### src/rtl/nrzi_skew_writer.sv
module nrzi_skew_writer #(
  parameter int SKEW_W    = 4,
  parameter bit REF_MODE  = 1'b0,
  parameter int REF_DELAY = 8
) (
  input  logic              clk,
  input  logic              rst_n,
  input  logic              strobe,
  input  logic              data_bit,
  input  logic [SKEW_W-1:0] skew_open,
  input  logic              amp_clr,
  output logic              head_p,
  output logic              head_n
);
  localparam int CNT_W = SKEW_W + 1;
  localparam logic [CNT_W-1:0] SPAN = CNT_W'(1 << SKEW_W);

  logic             level;
  logic             busy;
  logic [CNT_W-1:0] cnt;

  wire             launch  = strobe & data_bit;
  wire [CNT_W-1:0] preload = REF_MODE ? CNT_W'(REF_DELAY) : SPAN - {1'b0, skew_open};

  always_ff @(posedge clk or negedge rst_n) begin
    if (!rst_n) begin
      level <= 1'b0;
      busy  <= 1'b0;
      cnt   <= '0;
    end else if (amp_clr) begin
      level <= 1'b0;
      busy  <= 1'b0;
      cnt   <= '0;
    end else if (launch) begin
      busy <= 1'b1;
      cnt  <= preload;
    end else if (busy) begin
      if (cnt == CNT_W'(1)) begin
        level <= ~level;
        busy  <= 1'b0;
        cnt   <= '0;
      end else begin
        cnt <= cnt - CNT_W'(1);
      end
    end
  end

  assign head_p = level;
  assign head_n = ~level;
endmodule


### config.mk
export PLATFORM = sky130hd
export DESIGN_NAME = nrzi_skew_writer
export DESIGN_NICKNAME = d
export VERILOG_FILES = /design/src/rtl/nrzi_skew_writer.sv
export SDC_FILE = /design/constraint.sdc
export NUM_CORES = 1
export LEC_CHECK = 0
export ABC_AREA = 1
export BUFFER_PORTS_ARGS = -buffer_cell sky130_fd_sc_hd__buf_2
export CORE_UTILIZATION = 35
export CTS_CLUSTER_SIZE = 25
export DETAILED_ROUTE_END_ITERATION = 7
export HOLD_SLACK_MARGIN = 0.12
export MAX_ROUTING_LAYER = met4
export SYNTH_ARGS = -nofsm -noshare
export SYNTH_HDL_FRONTEND = slang
export SYNTH_SLANG_ARGS = --single-unit
### constraint.sdc
create_clock -name clk -period 1.4 [get_ports clk]
set_input_delay 0.14 -clock clk [delete_from_list [all_inputs] [get_ports clk]]
set_output_delay 0.14 -clock clk [all_outputs]
set_load 0.02 [all_outputs]
* After elaboration in Yosys (flattened, before gate mapping)
Index checks and enable logic that the tools add are counted.
Cells by class: add/sub/neg operators 2, reductions and logical operators 4, bitwise operators 2, eq/ne operators 2, muxes and demuxes 12
Operators by type and width (count):
- 2-to-1 mux 5 bit | 4
- 2-to-1 mux 1 bit | 8
- equality test 5 x 1 -> 1 bit, second input constant | 1
- subtractor 5 x 1 -> 5 bit, second input constant | 1
- subtractor 5 x 4 -> 5 bit, first input constant | 1
- nonzero test 2 bit | 2
- AND reduction 3 bit | 1
- nonzero test 3 bit | 1
- != test 2 bit, second input constant | 1
- AND 1 bit | 1
- NOT 1 bit | 1
Storage, ports and cells: bits of input ports 9, output and inout bits 2, bits in registers 7

* Logic depth before layout (Yosys ltp)
Gate-level depths: netlist (run 1).
word-level depth 5, gate-level depth with buffers 9, depth with buffers taken out 9

* Least setup slack after synthesis (run 1)
Ideal clock, no wire load.
kind reg-to-reg, from register cnt[1], to register level (netlist: head_p), stages on the path, launching flop included 10, path slack 0.271 ns, data arrival time 1.008 ns, buffers on the path 0, required time 1.279 ns, cell sequence dfrtp_1 inv_1 ha_1 inv_1 nor2_1 nand2_1 nand2_1 nand3_2 nand2_1 o21ai_1
Between the ends: cells in the longest elaborated chain, start to end 3
RTL lines:
- from (decl) | line 20 | logic [CNT_W-1:0] cnt;
- from (signal assigned) | line 36 | cnt <= preload;
- from (signal assigned) | line 43 | cnt <= cnt - CNT_W'(1);
- equality test 5 x 1 -> 1 bit | line 38 | if (cnt == CNT_W'(1)) begin
- nonzero test 2 bit (no line)
- AND reduction 3 bit (no line)
- to (signal assigned) | line 39 | level <= ~level;
- to (decl) | line 18 | logic level;
No other way between the ends. A chain may end at the register's enable or synchronous reset.

* Worst setup path after layout (run 1)
Same ends and word-level chain as after synthesis.

==> flow_summary_export.csv, run 1 <==
group,metric,value,unit
setup_path,worstSetupStartpoint,"cnt[1]",
clock_network,htree_levels,1,
route,drt_iter0_drc,9,
die,io_pins,11,
yosys,synth-seq-cells,7,
clock_network,cts_buffer_depth,2,
cells_and_area,final_area,651.9,sq um
yosys,yosys.area.top_type_share,32.04,%
route,wl_per_cell,10.12,microns
timing,clock.fmax,784.3,MHz
setup_path,start_kind,"flop",
power,p_per_area,1073,nW/um^2
power,combPwrFrac,36.0,%
power,irDropWorstVdd,688.8,uV
cells_and_area,fin_util,47.15,%
yosys,synth-warning-count,0,
timing,fin_crit_sh,91.07,%
route,drtAntennaViolNets,0,
clock_network,cts.clk_slew.worst_paths,0.06,ns
placement,placed_area,615.6,sq um
timing,finalSetupTns,0,ns
die,rows,13,
cells_and_area,final_cell_mix,"27 x nand2_1, 16 x inv_1, 10 x nand3_1, 10 x buf_2, 7 x dfrtp_1",
run,maxCapViolations,0,
cells_and_area,drive_gt1_share,19.59,%
setup_path,critical_path_class,"flop to flop",
yosys,synth.avg_cell_area,6.668,sq um
cells_and_area,synthToLayoutAreaGrowth,19.22,%
yosys,ys_seq_area_share,32.04,%
global_routing,track_usage,14.68,%
yosys,syn_area,546.8,sq um
clock_network,cts_buffers,3,
clock_network,tritoncts,"yes",
setup_path,reg2regPathDepth,9,
die,core,1383,sq um
yosys,syn_nets,94,
global_routing,antenna_found_initial,0,
power,clock_power_share,26.9,%
min_path,hold_class,"primary input to flop",
clock_network,cts_hold_buf,1,
placement,io_buffers,10,
timing,timing.clock.skew,0.01215,ns
global_routing,grt_max_degree,11,
setup_path,regToRegSetupSlack,0.13,ns
setup_path,end_kind,"flop",
global_routing,grt_pass1_wl,1890,microns
die,dieArea,1724,sq um
clock_network,cts_sinks,7,
timing,worst_pin_slew,0.2535,ns
setup_path,cp.arrival,1.41,ns
setup_path,critPathCapture,"head_p",
die,start_util,39.55,%
yosys,synth_top_area_cell,"dfrtp_1",
route,drc,0,
timing,relSlewSlack,82.92,%
clock_network,root_buffer,"clkbuf_4",
route,first_pass_iters,4,
power,seqPwrFrac,37.1,%
cells_and_area,nets,110,
yosys,synth.area.top_cells,"dfrtp_1 32%, nand2_1 19%, inv_1 11%",
power,cellLeakagePower,0.3775,nW
timing,drv_slew,0,
status,outcome,"finished, final reports clean",
yosys,synthCells,82,
setup_path,timing.rr.start,"cnt[1]",
setup_path,crit_fanout,3,
power,p_sw,262.2,uW
power,internal_power,437.5,uW
clock_network,cts_resized,0,
timing,setup_viol,0,
placement,dp_hpwl,911.9,microns
cells_and_area,diodes,0,
global_routing,grt_pass1_vias,471,
timing,hold_ws,0.1942,ns
route,wl,1133,microns
cells_and_area,mostFrequentLayoutCell,"nand2_1",
global_routing,grt_overflow_total,0,
placement,gp_congestion,0.7897,
setup_path,r2r_end,"head_p",
die,die_x,41.53,microns
timing,period_minus_slack,1.275,ns
setup_path,required,1.53,ns
die,die_y,41.53,microns
timing,hold_violations,0,
route,num_vias,522,
route,viasPerCell,4.661,
clock_network,postCtsSetupBuffers,0,
power,p_sw_share,37.47,%
timing,rsz0062_at_grt,"no",
yosys,yosys.cell_types.count,16,
clock_network,clk_latency,0.26,ns
==> flip-flops by register name (all words and copies together), names as in the netlist <==
signal  count
cnt         5
busy        1
head_p      1
==> metrics by stage <==
step / setup slack (ns) / instances / power [mW]
after floorplan: 0.2713 / 82 / 0.4435
after global placement: 0.1337 / 107 / 0.5112
after detailed placement: 0.1509 / 107 / 0.5127
after CTS: 0.1263 / 112 / 0.7073
after global routing: 0.01429 / 112 / 0.7577
final: 0.1250 / 112 / 0.6997
==> power groups by stage <==
stage               Combinational, mW  Sequential, mW  Clock [mW]
floorplan                       0.176           0.268           0
global placement                0.249           0.262           0
detailed placement              0.250           0.263           0
CTS                             0.253           0.259       0.195
global route                    0.290           0.263       0.205
finish                          0.252           0.260       0.188
==> kinds of logic (layout without fill, tap and decap cells) <==
logic type / Yosys count / in the layout / share of synthesized area [%]
AO/OA/AOI/OAI: 8 / 8 / 9.840
XOR/XNOR: 1 / 1 / 1.602
adder cells (fa/ha/maj): 3 / 3 / 6.866
buffers and inverters: 17 / 32 / 11.67
flip-flops: 7 / 7 / 32.04
AND/OR/NAND/NOR: 46 / 46 / 37.99
==> worst min-delay path by stage <==
stage	startpoint	depth (start not counted)	end	slack, ns
floorplan	rst_n	0	busy	-0.16
global placement	rst_n	1	cnt[4]	-0.02
global route	amp_clr	4	cnt[4]	0.21
CTS	amp_clr	4	cnt[2]	0.19
finish	amp_clr	4	cnt[2]	0.19
detailed placement	rst_n	1	cnt[4]	-0.01
==> critical path, cell delays in order (launching register included) <==
cell	delay (ns)
dfrtp_1	0.38
inv_1	0.09
ha_1	0.14
inv_1	0.03
nor2_1	0.11
nand2_1	0.13
nand2_1	0.10
nand3_2	0.06
nand2_1	0.05
o21ai_1	0.06
==> Yosys cell counts <==
cell	n
a21oi_1	1
nor2_2	1
ha_1	3
nor2_1	5
xor2_1	1
o211ai_1	1
nand3_1	10
nand2_4	1
nand3_2	2
o21ai_0	3
a21oi_4	1
inv_1	16
nand2_1	27
inv_2	1
o21ai_1	2
dfrtp_1	7
==> area by class of cell <==
class | count | area [sq um]
Timing Repair Buffer | 11 | 60.06
Sequential cell | 7 | 175.2
Clock buffer | 4 | 26.28
Fill cell | 154 | 730.7
Inverter | 17 | 63.81
Tap cell | 15 | 18.77
Multi-Input combinational cell | 58 | 307.8
==> per-layer routing <==
layer  share of wire, %  routed length, microns  GRT usage, %  vias up
met1                 51                     574         17.52      230
met5                  0                       0             -        -
met4                  0                       0         1.935        0
met3                5.2                      59         5.217        0
met2                 44                     500         24.38       10
li1                   -                       -             -      282
(Power assumes the default switching activity.)
==> run 2: changes to the inputs <==
- CORE_AREA: not set -> 2 2 39 41
- CORE_UTILIZATION: 35 -> not set
- DIE_AREA: not set -> 0 0 41 43
==> flow_summary_export.csv, run 2 (synthesis gave the netlist of run 1 again) <==
group,metric,value,unit
timing,fin_crit_sh,88.11,%
die,core,1384,sq um
global_routing,antenna_found_initial,0,
placement,placedCellCount,108,
timing,finalSetupTns,0,ns
global_routing,grt_overflow_total,0,
timing,timing.clock.skew,0.002604,ns
timing,rsz0062_at_grt,"no",
clock_network,cts_buffer_depth,2,
power,clock_power_share,26.9,%
run,maxCapViolations,0,
cells_and_area,synthToLayoutAreaGrowth,19.91,%
setup_path,required,1.54,ns
cells_and_area,final_cell_mix,"27 x nand2_1, 16 x inv_1, 10 x nand3_1, 10 x buf_2, 7 x dfrtp_1",
power,p_sw,264.5,uW
die,start_util,39.51,%
setup_path,crit_fanout,3,
power,p_sw_share,37.63,%
route,wl_per_cell,10.32,microns
route,drc,0,
clock_network,clk_latency,0.25,ns
cells_and_area,ff_latch_area,175.2,sq um
global_routing,grt_pass1_wl,2035,microns
route,num_vias,517,
cells_and_area,mostFrequentLayoutCell,"nand2_1",
die,die_y,43,microns
timing,period_minus_slack,1.234,ns
timing,setup_viol,0,
clock_network,tritoncts,"yes",
global_routing,grt_max_degree,11,
clock_network,cts_sinks,7,
power,irDropWorstVdd,339.5,uV
cells_and_area,diodes,0,
timing,hold_violations,0,
cells_and_area,nets,110,
cells_and_area,num-fill-cells,153,
min_path,hold_class,"primary input to flop",
timing,worst_slack,0.1665,ns
route,wl,1166,microns
power,combPwrFrac,35.9,%
cells_and_area,top_register,"cnt",
die,dieArea,1763,sq um
clock_network,cts.clk_slew.worst_paths,0.06,ns
cells_and_area,largest_register_ffs,5,
timing,worst_pin_slew,0.1937,ns
route,drt_iter0_drc,6,
timing,relSlewSlack,87.06,%
power,internal_power,438.5,uW
placement,io_buffers,10,
power,cellLeakagePower,0.3772,nW
power,seqPwrFrac,37.1,%
power,power.total,703.0,uW
clock_network,cts_buffers,3,
power,p_per_area,1072,nW/um^2
setup_path,critical_path_class,"flop to flop",
cells_and_area,final_cell_count_no_fill,113,
setup_path,cp.arrival,1.38,ns
timing,hold_ws,0.1996,ns
die,rows,14,
placement,gp_congestion,0.7792,
setup_path,end_kind,"flop",
global_routing,grt_pass1_vias,523,
cells_and_area,multi_input_area,310.3,sq um
cells_and_area,drive_gt1_share,20.62,%
timing,drv_slew,0,
route,viasPerCell,4.575,
route,first_pass_iters,4,
status,outcome,"finished, final reports clean",
placement,place_ws,0.1246,ns
timing,clock.fmax,810.7,MHz
placement,dp_hpwl,957.3,microns
clock_network,htree_levels,1,
clock_network,root_buffer,"clkbuf_4",
route,drtAntennaViolNets,0,
setup_path,start_kind,"flop",
die,die_x,41,microns
global_routing,track_usage,17.22,%
die,io_pins,11,
-- run 2: cell counts in the layout (fill, tap and decap cells not counted) --
Identical to the previous run, type by type.
-- run 2: final timing paths --
path,startpoint,to,slack (ns),depth (start not counted)
hold / removal,amp_clr,cnt[2],0.20,4
max in group asynchronous,rst_n,cnt[0],0.99,2
min in group asynchronous,rst_n,cnt[3],0.25,2
setup reg to reg,cnt[1],head_p,0.17,9
hold reg to reg,head_p,head_p,0.52,2
setup / recovery,cnt[1],head_p,0.17,9
-- run 2: critical path, cell delays in order (launching register included) --
cell and delay, ns:
dfrtp_1 0.37, inv_1 0.10, ha_1 0.15, inv_1 0.04, nor2_2 0.10, nand2_1 0.10, nand2_1 0.09, nand3_2 0.07
nand2_1 0.05, o21ai_1 0.05
-- run 2: power by group through the flow --
stage / Clock, mW / Combinational, mW / Sequential [mW]
after floorplan: 0 / 0.176 / 0.268
after global placement: 0 / 0.249 / 0.263
after detailed placement: 0 / 0.251 / 0.264
after CTS: 0.196 / 0.254 / 0.261
after global routing: 0.209 / 0.288 / 0.266
final: 0.189 / 0.253 / 0.261
-- run 2: what timing repair did --
item                                    CTS  global route
hold endpoints to repair                  7             0
endpoints found under the setup margin    0             1
buffers inserted                          0             0
gates resized for setup                   0             1
hold buffers                              1             0
-- run 2: stage by stage --
step	area [sq um]	utilization, %
6_report	655.6	47.38
2_1_floorplan	546.8	-
5_1_grt	655.6	47.38
3_3_place_gp	616.8	44.57
4_1_cts	653.1	47.20
3_5_place_dp	616.8	44.57
-- run 2: layer usage --
| layer | part of all wire (%) | up-vias | routed length, microns | global-route usage (%) |
|---|---|---|---|---|
| met2 | 50 | 7 | 582 | 25.94 |
| met5 | 0 | - | 0 | - |
| li1 | - | 286 | - | - |
| met4 | 0 | 0 | 0 | 8.000 |
| met3 | 1.7 | 0 | 20 | 1.571 |
| met1 | 48 | 224 | 564 | 22.33 |
-- run 2: final cells by class --
class,instances,share of cell area [%]
timing repair buffer,11,9.160
clock buffer,4,4.008
tap,16,3.053
multi-input combinational,58,47.33
inverter,17,9.733
sequential,7,26.72
==> run 3: changes to the inputs <==
- CTS_BUF_LIST: not set -> sky130_fd_sc_hd__clkbuf_4
==> flow_summary_export.csv, run 3 (synthesis gave the netlist of run 1 again) <==
group,metric,value,unit
status,outcome,"finished, final reports clean",
timing,rsz0062_at_grt,"no",
setup_path,regToRegSetupSlack,0.17,ns
global_routing,grt_max_degree,11,
timing,clock.fmax,810.4,MHz
timing,drv_slew,0,
power,power.total,722.7,uW
die,dieArea,1763,sq um
route,drtAntennaViolNets,0,
timing,setup_viol,0,
timing,relSlewSlack,87.06,%
setup_path,required,1.54,ns
placement,placed_area,616.8,sq um
timing,hold_violations,0,
timing,period_minus_slack,1.234,ns
power,cellLeakagePower,0.3806,nW
placement,dp_hpwl,957.3,microns
clock_network,cts_sinks,7,
route,first_pass_iters,4,
setup_path,cp.arrival,1.38,ns
placement,place_ws,0.1246,ns
setup_path,r2r_end,"head_p",
clock_network,cts_buffer_depth,2,
clock_network,cts_buffers,3,
setup_path,end_kind,"flop",
route,drc,0,
route,drt_iter0_drc,6,
setup_path,crit_fanout,3,
cells_and_area,drive_gt1_share,21.65,%
setup_path,worstSetupStartpoint,"cnt[1]",
cells_and_area,final_cell_mix,"27 x nand2_1, 16 x inv_1, 10 x nand3_1, 10 x buf_2, 7 x dfrtp_1",
cells_and_area,num-fill-cells,153,
timing,timing.clock.skew,0.002263,ns
die,die_y,43,microns
placement,gp_congestion,0.7792,
cells_and_area,final_area,659.4,sq um
cells_and_area,final_cell_count_no_fill,113,
global_routing,grtUsageMet1,22.33,%
global_routing,grt_overflow_total,0,
global_routing,track_usage,17.22,%
global_routing,grt.met2_usage,25.94,%
global_routing,use_met3,1.571,%
cells_and_area,nets,110,
placement,placedCellCount,108,
route,wl_per_cell,10.33,microns
power,p_per_area,1096,nW/um^2
run,maxCapViolations,0,
die,start_util,39.51,%
placement,io_buffers,10,
cells_and_area,synthToLayoutAreaGrowth,20.59,%
setup_path,timing.rr.start,"cnt[1]",
setup_path,critical_path_class,"flop to flop",
min_path,hold_class,"primary input to flop",
setup_path,start_kind,"flop",
die,io_pins,11,
cells_and_area,top_register,"cnt",
route,viasPerCell,4.575,
global_routing,antenna_found_initial,0,
setup_path,critPathCapture,"head_p",
cells_and_area,mostFrequentLayoutCell,"nand2_1",
timing,worst_pin_slew,0.1937,ns
timing,hold_ws,0.1995,ns
global_routing,grt_pass1_vias,523,
timing,fin_crit_sh,88.14,%
cells_and_area,largest_register_ffs,5,
route,wl,1167,microns
power,irDropWorstVdd,388.4,uV
clock_network,clk_latency,0.25,ns
clock_network,postCtsSetupBuffers,0,
clock_network,root_buffer,"clkbuf_4",
timing,finalSetupTns,0,ns
clock_network,tritoncts,"yes",
clock_network,htree_levels,1,
cells_and_area,fin_util,47.65,%
route,num_vias,517,
setup_path,reg2regPathDepth,9,
min_path,min_from,"amp_clr",
cells_and_area,diodes,0,
clock_network,cts.clk_slew.worst_paths,0.06,ns
die,die_x,41,microns
die,core,1384,sq um
global_routing,busiest_layer,"met2",
timing,worst_slack,0.1660,ns
die,rows,14,
global_routing,grt_pass1_wl,2035,microns
[run 3: worst min path at each step]
stage / to / depth (start not counted)
6_report: cnt[2] / 4
5_1_grt: busy / 4
4_1_cts: busy / 4
3_5_place_dp: cnt[4] / 1
3_3_place_gp: cnt[1] / 1
2_1_floorplan: busy / 0
[run 3: area by class of cell]
cell class	count	area (sq um)	share of cell area [%]
sequential	7	175.2	26.57
timing repair buffer	11	60.06	9.108
clock buffer	4	30.03	4.554
tap	16	20.02	3.036
multi-input combinational	58	310.3	47.06
inverter	17	63.81	9.677
[run 3: worst max-delay path: stages (launching register included)]
cell and delay, ns:
dfrtp_1 0.37, inv_1 0.10, ha_1 0.15, inv_1 0.04, nor2_2 0.10, nand2_1 0.10
nand2_1 0.09, nand3_2 0.07, nand2_1 0.05, o21ai_1 0.05
[run 3: per-layer routing]
metal	wire [microns]	up-vias
met4	0	0
met5	0	-
li1	-	286
met3	20	0
met2	582	7
met1	564	224
[run 3: timing repair]
action                                  4_1_cts  5_1_grt
hold buffers                                  1        0
gates resized for setup                       0        1
endpoints found under the hold margin         7        0
endpoints found under the setup margin        0        1
[run 3: power by group]
group	switching (mW)	leakage, nW	internal [mW]	total [mW]
Combinational	0.156	0.270	0.0964	0.253
Sequential	0.0282	0.0925	0.233	0.261
Clock	0.0805	0.0184	0.129	0.209
Total	0.265	0.381	0.458	0.723
